`src/rtl/actrk_pkg.sv`:
```
package actrk_pkg;
  localparam int ID_W      = 10;
  localparam int PRIO_W    = 8;
  localparam int RPRIO_W   = PRIO_W + 1;
  localparam int ACK_W     = 32;
  localparam int SRCF_W    = 3;
  localparam logic [ID_W-1:0]    IDLE_ID   = 10'd1023;
  localparam logic [RPRIO_W-1:0] IDLE_PRIO = 9'h100;

  typedef enum logic {WALK_IDLE, WALK_RUN} walk_st_t;
endpackage

```
`src/rtl/actrk_lowbit.sv`:
```
module actrk_lowbit #(
  parameter int N = 8,
  localparam int W = (N > 1) ? $clog2(N) : 1
) (
  input  logic [N-1:0] vec,
  output logic [W-1:0] idx,
  output logic         any
);
  always_comb begin
    idx = '0;
    any = 1'b0;
    for (int i = N - 1; i >= 0; i--) begin
      if (vec[i]) begin
        idx = W'(i);
        any = 1'b1;
      end
    end
  end
endmodule

```
`src/rtl/actrk_ack_decode.sv`:
```
module actrk_ack_decode
  import actrk_pkg::*;
#(
  parameter int NUM_IRQ = 64,
  parameter int NUM_CPU = 8,
  parameter int NUM_SGI = 16
) (
  input  logic                ack_req,
  input  logic                busy,
  input  logic [ID_W-1:0]     hp_id,
  input  logic [PRIO_W-1:0]   hp_prio,
  input  logic [RPRIO_W-1:0]  run_prio,
  input  logic                hp_line_high,
  input  logic [NUM_CPU-1:0]  hp_sgi_src,
  output logic                grant,
  output logic [ACK_W-1:0]    ack_word,
  output logic                pclr_en,
  output logic [NUM_CPU-1:0]  sgi_mask
);
  localparam int SRC_W = (NUM_CPU > 1) ? $clog2(NUM_CPU) : 1;
  localparam logic [ID_W-1:0] NIRQ_ID = ID_W'(NUM_IRQ);
  localparam logic [ID_W-1:0] NSGI_ID = ID_W'(NUM_SGI);

  logic [SRC_W-1:0]   src_idx;
  logic               src_any;
  logic               id_ok;
  logic               is_sgi;
  logic [SRCF_W-1:0]  src_field;
  logic [NUM_CPU-1:0] src_bit;

  actrk_lowbit #(.N(NUM_CPU)) u_low (
    .vec (hp_sgi_src),
    .idx (src_idx),
    .any (src_any)
  );

  always_comb begin
    id_ok     = (hp_id < NIRQ_ID);
    is_sgi    = (hp_id < NSGI_ID);
    grant     = ack_req && !busy && id_ok && ({1'b0, hp_prio} < run_prio);
    src_bit   = src_any ? (NUM_CPU'(1) << src_idx) : '0;
    src_field = is_sgi ? SRCF_W'(src_idx) : '0;
    if (grant) begin
      ack_word = {{(ACK_W - SRCF_W - ID_W){1'b0}}, src_field, hp_id};
    end else begin
      ack_word = {{(ACK_W - ID_W){1'b0}}, IDLE_ID};
    end
    if (is_sgi) begin
      pclr_en  = grant && ((hp_sgi_src & ~src_bit) == '0);
      sgi_mask = grant ? src_bit : '0;
    end else begin
      pclr_en  = grant && !hp_line_high;
      sgi_mask = '0;
    end
  end
endmodule

```
`src/rtl/actrk_unlink_fsm.sv`:
```
module actrk_unlink_fsm
  import actrk_pkg::*;
#(
  parameter int NUM_IRQ = 64,
  localparam int IDX_W = $clog2(NUM_IRQ)
) (
  input  logic             clk,
  input  logic             rst_n,
  input  logic             start,
  input  logic [IDX_W-1:0] start_idx,
  input  logic [ID_W-1:0]  target_id,
  input  logic [ID_W-1:0]  pred_of_cur,
  output logic             busy,
  output logic [IDX_W-1:0] cur_idx,
  output logic [IDX_W-1:0] tgt_idx,
  output logic             splice_we
);
  walk_st_t         st_q, st_d;
  logic [IDX_W-1:0] cur_q, cur_d;
  logic [ID_W-1:0]  tgt_q, tgt_d;

  always_comb begin
    st_d      = st_q;
    cur_d     = cur_q;
    tgt_d     = tgt_q;
    splice_we = 1'b0;
    unique case (st_q)
      WALK_IDLE: begin
        if (start) begin
          st_d  = WALK_RUN;
          cur_d = start_idx;
          tgt_d = target_id;
        end
      end
      WALK_RUN: begin
        if (pred_of_cur == IDLE_ID) begin
          st_d = WALK_IDLE;
        end else if (pred_of_cur == tgt_q) begin
          splice_we = 1'b1;
          st_d      = WALK_IDLE;
        end else begin
          cur_d = pred_of_cur[IDX_W-1:0];
        end
      end
      default: st_d = WALK_IDLE;
    endcase
  end

  always_ff @(posedge clk or negedge rst_n) begin
    if (!rst_n) begin
      st_q  <= WALK_IDLE;
      cur_q <= '0;
      tgt_q <= '0;
    end else begin
      st_q  <= st_d;
      cur_q <= cur_d;
      tgt_q <= tgt_d;
    end
  end

  assign busy    = (st_q == WALK_RUN);
  assign cur_idx = cur_q;
  assign tgt_idx = tgt_q[IDX_W-1:0];

  AST_START_WHEN_FREE: assert property (@(posedge clk) disable iff (!rst_n)
    start |-> !busy);
  AST_START_GOES_BUSY: assert property (@(posedge clk) disable iff (!rst_n)
    start |=> busy);
endmodule

```
`src/rtl/actrk_tracker.sv`:
```
module actrk_tracker
  import actrk_pkg::*;
#(
  parameter int NUM_IRQ = 64,
  parameter int NUM_CPU = 8,
  parameter int NUM_SGI = 16
) (
  input  logic                      clk,
  input  logic                      rst_n,
  input  logic                      ack_req,
  input  logic [ID_W-1:0]           hp_id,
  input  logic [PRIO_W-1:0]         hp_prio,
  input  logic                      hp_line_high,
  input  logic [NUM_CPU-1:0]        hp_sgi_src,
  input  logic                      eoi_req,
  input  logic [31:0]               eoi_data,
  input  logic [NUM_IRQ*PRIO_W-1:0] prio_flat,
  output logic                      ack_valid,
  output logic [ACK_W-1:0]          ack_data,
  output logic                      pclr_valid,
  output logic [ID_W-1:0]           pclr_id,
  output logic [NUM_CPU-1:0]        sgi_clr_mask,
  output logic [ID_W-1:0]           run_id,
  output logic [RPRIO_W-1:0]        run_prio,
  output logic                      busy
);
  localparam int IDX_W = $clog2(NUM_IRQ);
  localparam logic [ID_W-1:0] NIRQ_ID = ID_W'(NUM_IRQ);

  logic [PRIO_W-1:0]  prio_arr [NUM_IRQ];
  logic [ID_W-1:0]    pred_q   [NUM_IRQ];
  logic [ID_W-1:0]    run_id_q, run_id_d;
  logic [RPRIO_W-1:0] run_prio_q, run_prio_d;
  logic               run_en;

  logic               grant, pclr_en;
  logic [ACK_W-1:0]   ack_word;
  logic [NUM_CPU-1:0] sgi_mask;

  logic [ID_W-1:0]    eoi_id;
  logic               eoi_ok, pop, walk_start;
  logic [ID_W-1:0]    pred_top;
  logic [RPRIO_W-1:0] pop_prio;
  logic [IDX_W-1:0]   cur_idx, tgt_idx;
  logic               splice_we;
  logic               unused_eoi_hi;

  genvar g;
  generate
    for (g = 0; g < NUM_IRQ; g++) begin : g_prio
      assign prio_arr[g] = prio_flat[g*PRIO_W +: PRIO_W];
    end
  endgenerate

  actrk_ack_decode #(.NUM_IRQ(NUM_IRQ), .NUM_CPU(NUM_CPU), .NUM_SGI(NUM_SGI)) u_dec (
    .ack_req      (ack_req),
    .busy         (busy),
    .hp_id        (hp_id),
    .hp_prio      (hp_prio),
    .run_prio     (run_prio_q),
    .hp_line_high (hp_line_high),
    .hp_sgi_src   (hp_sgi_src),
    .grant        (grant),
    .ack_word     (ack_word),
    .pclr_en      (pclr_en),
    .sgi_mask     (sgi_mask)
  );

  actrk_unlink_fsm #(.NUM_IRQ(NUM_IRQ)) u_walk (
    .clk         (clk),
    .rst_n       (rst_n),
    .start       (walk_start),
    .start_idx   (run_id_q[IDX_W-1:0]),
    .target_id   (eoi_id),
    .pred_of_cur (pred_q[cur_idx]),
    .busy        (busy),
    .cur_idx     (cur_idx),
    .tgt_idx     (tgt_idx),
    .splice_we   (splice_we)
  );

  assign unused_eoi_hi = ^eoi_data[31:ID_W];

  always_comb begin
    eoi_id     = eoi_data[ID_W-1:0];
    eoi_ok     = eoi_req && !busy && !ack_req && (eoi_id < NIRQ_ID) && (run_id_q != IDLE_ID);
    pop        = eoi_ok && (eoi_id == run_id_q);
    walk_start = eoi_ok && !pop;
    pred_top   = pred_q[run_id_q[IDX_W-1:0]];
    pop_prio   = (pred_top == IDLE_ID) ? IDLE_PRIO : {1'b0, prio_arr[pred_top[IDX_W-1:0]]};
    run_en     = grant || pop;
    run_id_d   = run_id_q;
    run_prio_d = run_prio_q;
    if (grant) begin
      run_id_d   = hp_id;
      run_prio_d = {1'b0, hp_prio};
    end else if (pop) begin
      run_id_d   = pred_top;
      run_prio_d = pop_prio;
    end
  end

  always_ff @(posedge clk or negedge rst_n) begin
    if (!rst_n) begin
      run_id_q   <= IDLE_ID;
      run_prio_q <= IDLE_PRIO;
    end else if (run_en) begin
      run_id_q   <= run_id_d;
      run_prio_q <= run_prio_d;
    end
  end

  always_ff @(posedge clk) begin
    if (grant) begin
      pred_q[hp_id[IDX_W-1:0]] <= run_id_q;
    end else if (splice_we) begin
      pred_q[cur_idx] <= pred_q[tgt_idx];
    end
  end

  always_ff @(posedge clk or negedge rst_n) begin
    if (!rst_n) begin
      ack_valid    <= 1'b0;
      ack_data     <= '0;
      pclr_valid   <= 1'b0;
      pclr_id      <= IDLE_ID;
      sgi_clr_mask <= '0;
    end else begin
      ack_valid    <= ack_req;
      pclr_valid   <= pclr_en;
      sgi_clr_mask <= sgi_mask;
      if (ack_req) begin
        ack_data <= ack_word;
      end
      if (pclr_en) begin
        pclr_id <= hp_id;
      end
    end
  end

  assign run_id   = run_id_q;
  assign run_prio = run_prio_q;

  AST_REJECT_HOLDS_RUN: assert property (@(posedge clk) disable iff (!rst_n)
    (ack_req && (hp_id >= NIRQ_ID) && !eoi_req) |=> ($stable(run_id) && ack_data[ID_W-1:0] == IDLE_ID));
  AST_GRANT_LOADS_RUN: assert property (@(posedge clk) disable iff (!rst_n)
    (ack_req && !busy && (hp_id < NIRQ_ID) && ({1'b0, hp_prio} < run_prio))
      |=> (run_id == $past(hp_id) && run_prio == {1'b0, $past(hp_prio)}));
  AST_IDLE_PAIRING: assert property (@(posedge clk) disable iff (!rst_n)
    (run_id == IDLE_ID) == (run_prio == IDLE_PRIO));
  AST_EOI_BAD_ID_IGNORED: assert property (@(posedge clk) disable iff (!rst_n)
    (eoi_req && !ack_req && (eoi_data[ID_W-1:0] >= NIRQ_ID)) |=> $stable(run_id));
  AST_WALK_HOLDS_RUN: assert property (@(posedge clk) disable iff (!rst_n)
    (busy && !ack_req) |=> $stable(run_id));
  AST_BUSY_ACK_SPURIOUS: assert property (@(posedge clk) disable iff (!rst_n)
    (busy && ack_req) |=> (ack_data[ID_W-1:0] == IDLE_ID));
  AST_SRC_CLR_ONEHOT: assert property (@(posedge clk) disable iff (!rst_n)
    $onehot0(sgi_clr_mask));
endmodule

```
`config.mk`:
```
export PLATFORM = sky130hd
export DESIGN_NAME = actrk_tracker
export DESIGN_NICKNAME = d
export VERILOG_FILES = /design/src/rtl/actrk_pkg.sv /design/src/rtl/actrk_lowbit.sv /design/src/rtl/actrk_ack_decode.sv /design/src/rtl/actrk_unlink_fsm.sv /design/src/rtl/actrk_tracker.sv
export SDC_FILE = /design/constraint.sdc
export NUM_CORES = 1
export LEC_CHECK = 0
export CAP_MARGIN = 20
export CORE_AREA = 2 2 383 385
export DETAILED_ROUTE_END_ITERATION = 6
export DIE_AREA = 0 0 385 387
export DONT_BUFFER_PORTS = 1
export GPL_TIMING_DRIVEN = 0
export HOLD_SLACK_MARGIN = 0.03
export PLACE_DENSITY_LB_ADDON = 0.15
export SLEW_MARGIN = 0
export SYNTH_ARGS = -nofsm -noshare
export SYNTH_HDL_FRONTEND = slang
export SYNTH_SLANG_ARGS = --single-unit
```
`constraint.sdc`:
```
create_clock -name clk -period 6.6 [get_ports clk]
set_input_delay 0.66 -clock clk [delete_from_list [all_inputs] [get_ports clk]]
set_output_delay 0.66 -clock clk [all_outputs]
set_load 0.05 [all_outputs]
```
==> flow_metrics.py <==
metrics = {
    "clock_tree": {
        "cts_buffer_depth": 3,
        "worst_skew_pair.late_latency_ps": 720,
        "cts_htree_levels": 3,
        "tritoncts": "done",
        "tritoncts.num_buffers": 84,
        "cts.root.buffer_cell": "sky130_fd_sc_hd__clkbuf_16",
        "tritoncts_num_sinks": 709,
        "clk_pin_slew_worst_paths_ps": 60,
    },
    "floorplan": {
        "design.core.area_um2": 144900,
        "ioPinCount": 647,
        "floorplan.die.height_um": 387,
        "dieWidth_um": 385,
        "die_area_um2": 149000,
        "initial_utilization_pct": 29.87,
        "num_rows": 140,
    },
    "pwr": {
        "cellLeakagePower_nw": 15.41,
        "total_power_w": 0.02605,
        "power_density_nw_per_um2": 513.0,
        "vdd_ir_drop_max_uv": 323.3,
    },
    "placed_design": {
        "dp_hpwl_um": 193400,
        "gp_congestion": 0.9999,
        "placed_inst_area_um2": 47840,
        "placement.io_buffers": 0,
    },
    "critical_path": {
        "cp_class": "flop to flop",
        "critical_path_max_stage_delay_ps": 720,
        "cp_data_required_time_ps": 7190,
        "setup.worst_path.end_class": "flop",
        "cp-start-kind": "flop",
        "cp_data_arrival_time_ps": 7400,
        "cp_cell_sequence": "buf_2, buf_2, buf_2, buf_8, buf_4, mux2i_1, a22oi_1, o211ai_1, buf_4, nand2_4, buf_4, buf_4, buf_2, nand2_1, a31oi_1, nand4_1, nand4_1, nor2_1, o21ai_0",
        "slowest_stage": "sky130_fd_sc_hd__dfstp_2",
        "critical_path.max_fanout": 10,
    },
    "sta": {
        "finalMaxSlewViolations": 0,
        "hold_viol_final": 0,
        "finalCriticalPeriod_ps": 6808,
        "worst_pin_slew_ps": 1281,
        "fin_ws_ps": -208.3,
        "fmaxAchievable_mhz": 146.9,
        "layout_worst_path_cycle_share_pct": 103.2,
        "fin_worst_skew_ps": 57.35,
        "setup_repair_after_global_routing_missed_its_margin": "false",
        "timing.max_slew.rel_slack_pct": 14.63,
        "setup-violations-final": 20,
    },
    "logic_synthesis": {
        "post_synth_inst_count": 2670,
        "synthArstFlopShare_pct": 9.732,
        "syn-mean-instance-area_um2": 16.20,
        "synth_area_leader_cell": "sky130_fd_sc_hd__edfxtp_1",
        "synth_top_area_share_pct": 44.42,
        "yosys-top-cells-area": "sky130_fd_sc_hd__edfxtp_1 44%, sky130_fd_sc_hd__mux4_2 32%, sky130_fd_sc_hd__mux2i_1 5.0%",
        "synth-edff-count": 640,
        "synth_common_cells": "640 x sky130_fd_sc_hd__edfxtp_1, 610 x sky130_fd_sc_hd__mux4_2, 267 x sky130_fd_sc_hd__nand2_1",
        "synthesis.yosys.warnings": 0,
        "ys.flop_type": "sky130_fd_sc_hd__edfxtp_1",
        "synth.yosys.seq_area_share_pct": 48.47,
        "synthDistinctLibCells": 73,
        "ys_seq_elements": 709,
        "mappedNetlistArea_um2": 43270,
        "synth.most_common_cell": "sky130_fd_sc_hd__edfxtp_1",
    },
    "drt": {
        "drc": 0,
        "detailroute.via_count": 32900,
        "wl_um": 249600,
        "detailedRoute.firstPassIterationCount": 6,
        "wl_per_cell_um": 50.96,
        "drtAntennaViolNets": 0,
        "first_iter_violations": 4790,
        "routed_via_density": 6.718,
    },
    "finish": {
        "final_nets": 3466,
        "syn2layout_area_growth_pct": 17.39,
        "fillerInstances": 13790,
        "stdcell_area_um2": 50790,
        "multi_input_area_um2": 21380,
        "layout-drive-gt1-share_pct": 39.15,
        "seqCellArea_um2": 20980,
    },
    "outcome": {
        "outcome": "finished with violations",
        "violations": "negative setup slack",
    },
    "global_route": {
        "vias_in_the_first_global_route": 32000,
        "maximum_number_of_pins_on_one_net_before_global_route_repair": 70,
        "gr-total-overflow": 0,
        "global_route.usage.total_pct": 32.72,
        "global_route_wire_length_before_repair_um": 318100,
        "number_of_antenna_violations_at_the_first_check_in_global_routing": 45,
    },
    "job": {
        "cap_violations": 0,
    },
    "worst_hold_path": {
        "timing.hold.worst.class": "primary input to flop",
    },
}
## registers in the layout, summed over array words and instances (netlist names)
| name | count |
|---|---|
| ack_data | 13 |
| ack_valid | 1 |
| pclr_id | 10 |
| pclr_valid | 1 |
| pred_q | 640 |
| run_id | 10 |
| run_prio | 9 |
| sgi_clr_mask | 8 |
| u_walk.busy | 1 |
| u_walk.cur_idx | 6 |
| u_walk.tgt_q | 10 |
## cell families (layout without fill, tap and decap cells)
logic type | after synthesis | in the layout | share of synthesized area, %
buffers and inverters | 292 | 552 | 3.271
adders and majority gates | 7 | 7 | 0.2024
and+or+nand+nor | 528 | 528 | 5.845
AOI/OAI and AO/OA | 244 | 244 | 3.933
muxes | 869 | 869 | 37.86
xor gates and xnor gates | 20 | 20 | 0.4049
DFF | 709 | 709 | 48.47
other | 1 | 51 | 0.008667
## where the power goes
group          internal [W]  switching (W)  total (W)
clock               0.00259        0.00204    0.00463
sequential          0.00526       0.000329    0.00559
combinational       0.00509         0.0107     0.0158
total                0.0129         0.0131     0.0261
## routing by layer
layer / share of wire (%) / global-route usage (%) / vias up
met3: 11 / 9.148 / 673
met5: 0.026 / 0 / -
met1: 34 / 38.31 / 17570
met2: 46 / 51.15 / 2863
li1: - / - / 11780
met4: 8.9 / 24.33 / 10
## per-stage QoR
step / std cells / hold slack [ps] / setup slack (ps) / utilization, % / TNS, ps
after CTS: 4863 / 35.15 / -12.40 / 34.96 / -18.14
after global placement: 4605 / 379.7 / -4416 / 31.57 / -1637150
final: 4897 / 64.18 / -208.3 / 35.06 / -1102
after global routing: 4880 / 68.20 / 8.178 / 35.03 / 0
after floorplan: 2688 / 364.4 / 321.9 / - / 0
after detailed placement: 4708 / 381.0 / -1901 / 33.02 / -13780
## final timing paths
kind,start,endpoint,slack (ps),cells after the start
max,run_id[2],run_prio[1],-210,19
min,hp_sgi_src[2],sgi_clr_mask[2],60,2
max reg2reg,run_id[2],run_prio[1],-210,19
min reg2reg,u_walk.tgt_q[6],u_walk.tgt_q[6],520,1
max in group asynchronous,rst_n,run_id[4],5640,2
min in group asynchronous,rst_n,sgi_clr_mask[3],540,2
## worst max-delay path: cells and delay by family, from the launching register on
| family | cells | cell delay [ps] |
|---|---|---|
| buffers and inverters | 9 | 3560 |
| DFF | 1 | 720 |
| AOI/OAI and AO/OA | 4 | 1180 |
| muxes | 1 | 270 |
| and+or+nand+nor | 5 | 840 |
## what timing repair did
action | 4_1_cts | 5_1_grt
resized for setup | 30 | 15
setup endpoints to repair | 45 | 7
hold endpoints to repair | 72 | 0
setup buffers | 2 | 0
hold buffers | 5 | 0
pin swaps | 2 | 0
## cells in the final DEF (no fill, tap or decap), types with 9 or more instances in the layout
cell	synthesis	routed
sky130_fd_sc_hd__nor3_1	12	12
sky130_fd_sc_hd__buf_6	10	20
sky130_fd_sc_hd__buf_4	41	49
sky130_fd_sc_hd__o22ai_1	87	31
sky130_fd_sc_hd__clkbuf_16	0	86
sky130_fd_sc_hd__mux2i_1	218	216
sky130_fd_sc_hd__dfrtp_1	48	48
sky130_fd_sc_hd__dfstp_2	21	19
sky130_fd_sc_hd__edfxtp_1	640	640
sky130_fd_sc_hd__clkinv_2	0	14
sky130_fd_sc_hd__nand2_1	267	266
sky130_fd_sc_hd__buf_2	72	80
sky130_fd_sc_hd__a21oi_1	19	19
sky130_fd_sc_hd__nand4_1	30	30
sky130_fd_sc_hd__xor2_1	9	9
sky130_fd_sc_hd__diode_2	0	32
sky130_fd_sc_hd__and2_1	17	17
sky130_fd_sc_hd__clkinv_1	0	17
sky130_fd_sc_hd__clkbuf_1	100	93
sky130_fd_sc_hd__nor2_1	50	50
sky130_fd_sc_hd__mux4_2	610	610
sky130_fd_sc_hd__mux2_2	33	41
sky130_fd_sc_hd__buf_8	0	78
sky130_fd_sc_hd__clkbuf_2	0	25
sky130_fd_sc_hd__inv_1	22	22
sky130_fd_sc_hd__buf_1	46	27
sky130_fd_sc_hd__buf_16	0	14
sky130_fd_sc_hd__xnor2_1	11	11
sky130_fd_sc_hd__a31oi_1	33	31
sky130_fd_sc_hd__nand3_1	92	90
sky130_fd_sc_hd__o22ai_2	8	60
sky130_fd_sc_hd__o21ai_0	15	13
sky130_fd_sc_hd__conb_1	1	19
sky130_fd_sc_hd__a32oi_1	26	26
## final cells by class
cell class,count,share of cell area [%]
multi-input cells,1687,42.10
clock buffers,104,4.370
diodes,32,0.1577
flip-flops and latches,709,41.31
clock inverters,46,0.8179
plain buffers,266,2.754
inverters,23,0.1700
repair buffers,113,3.597
well taps,1917,4.723
(Power assumes the default switching activity.)
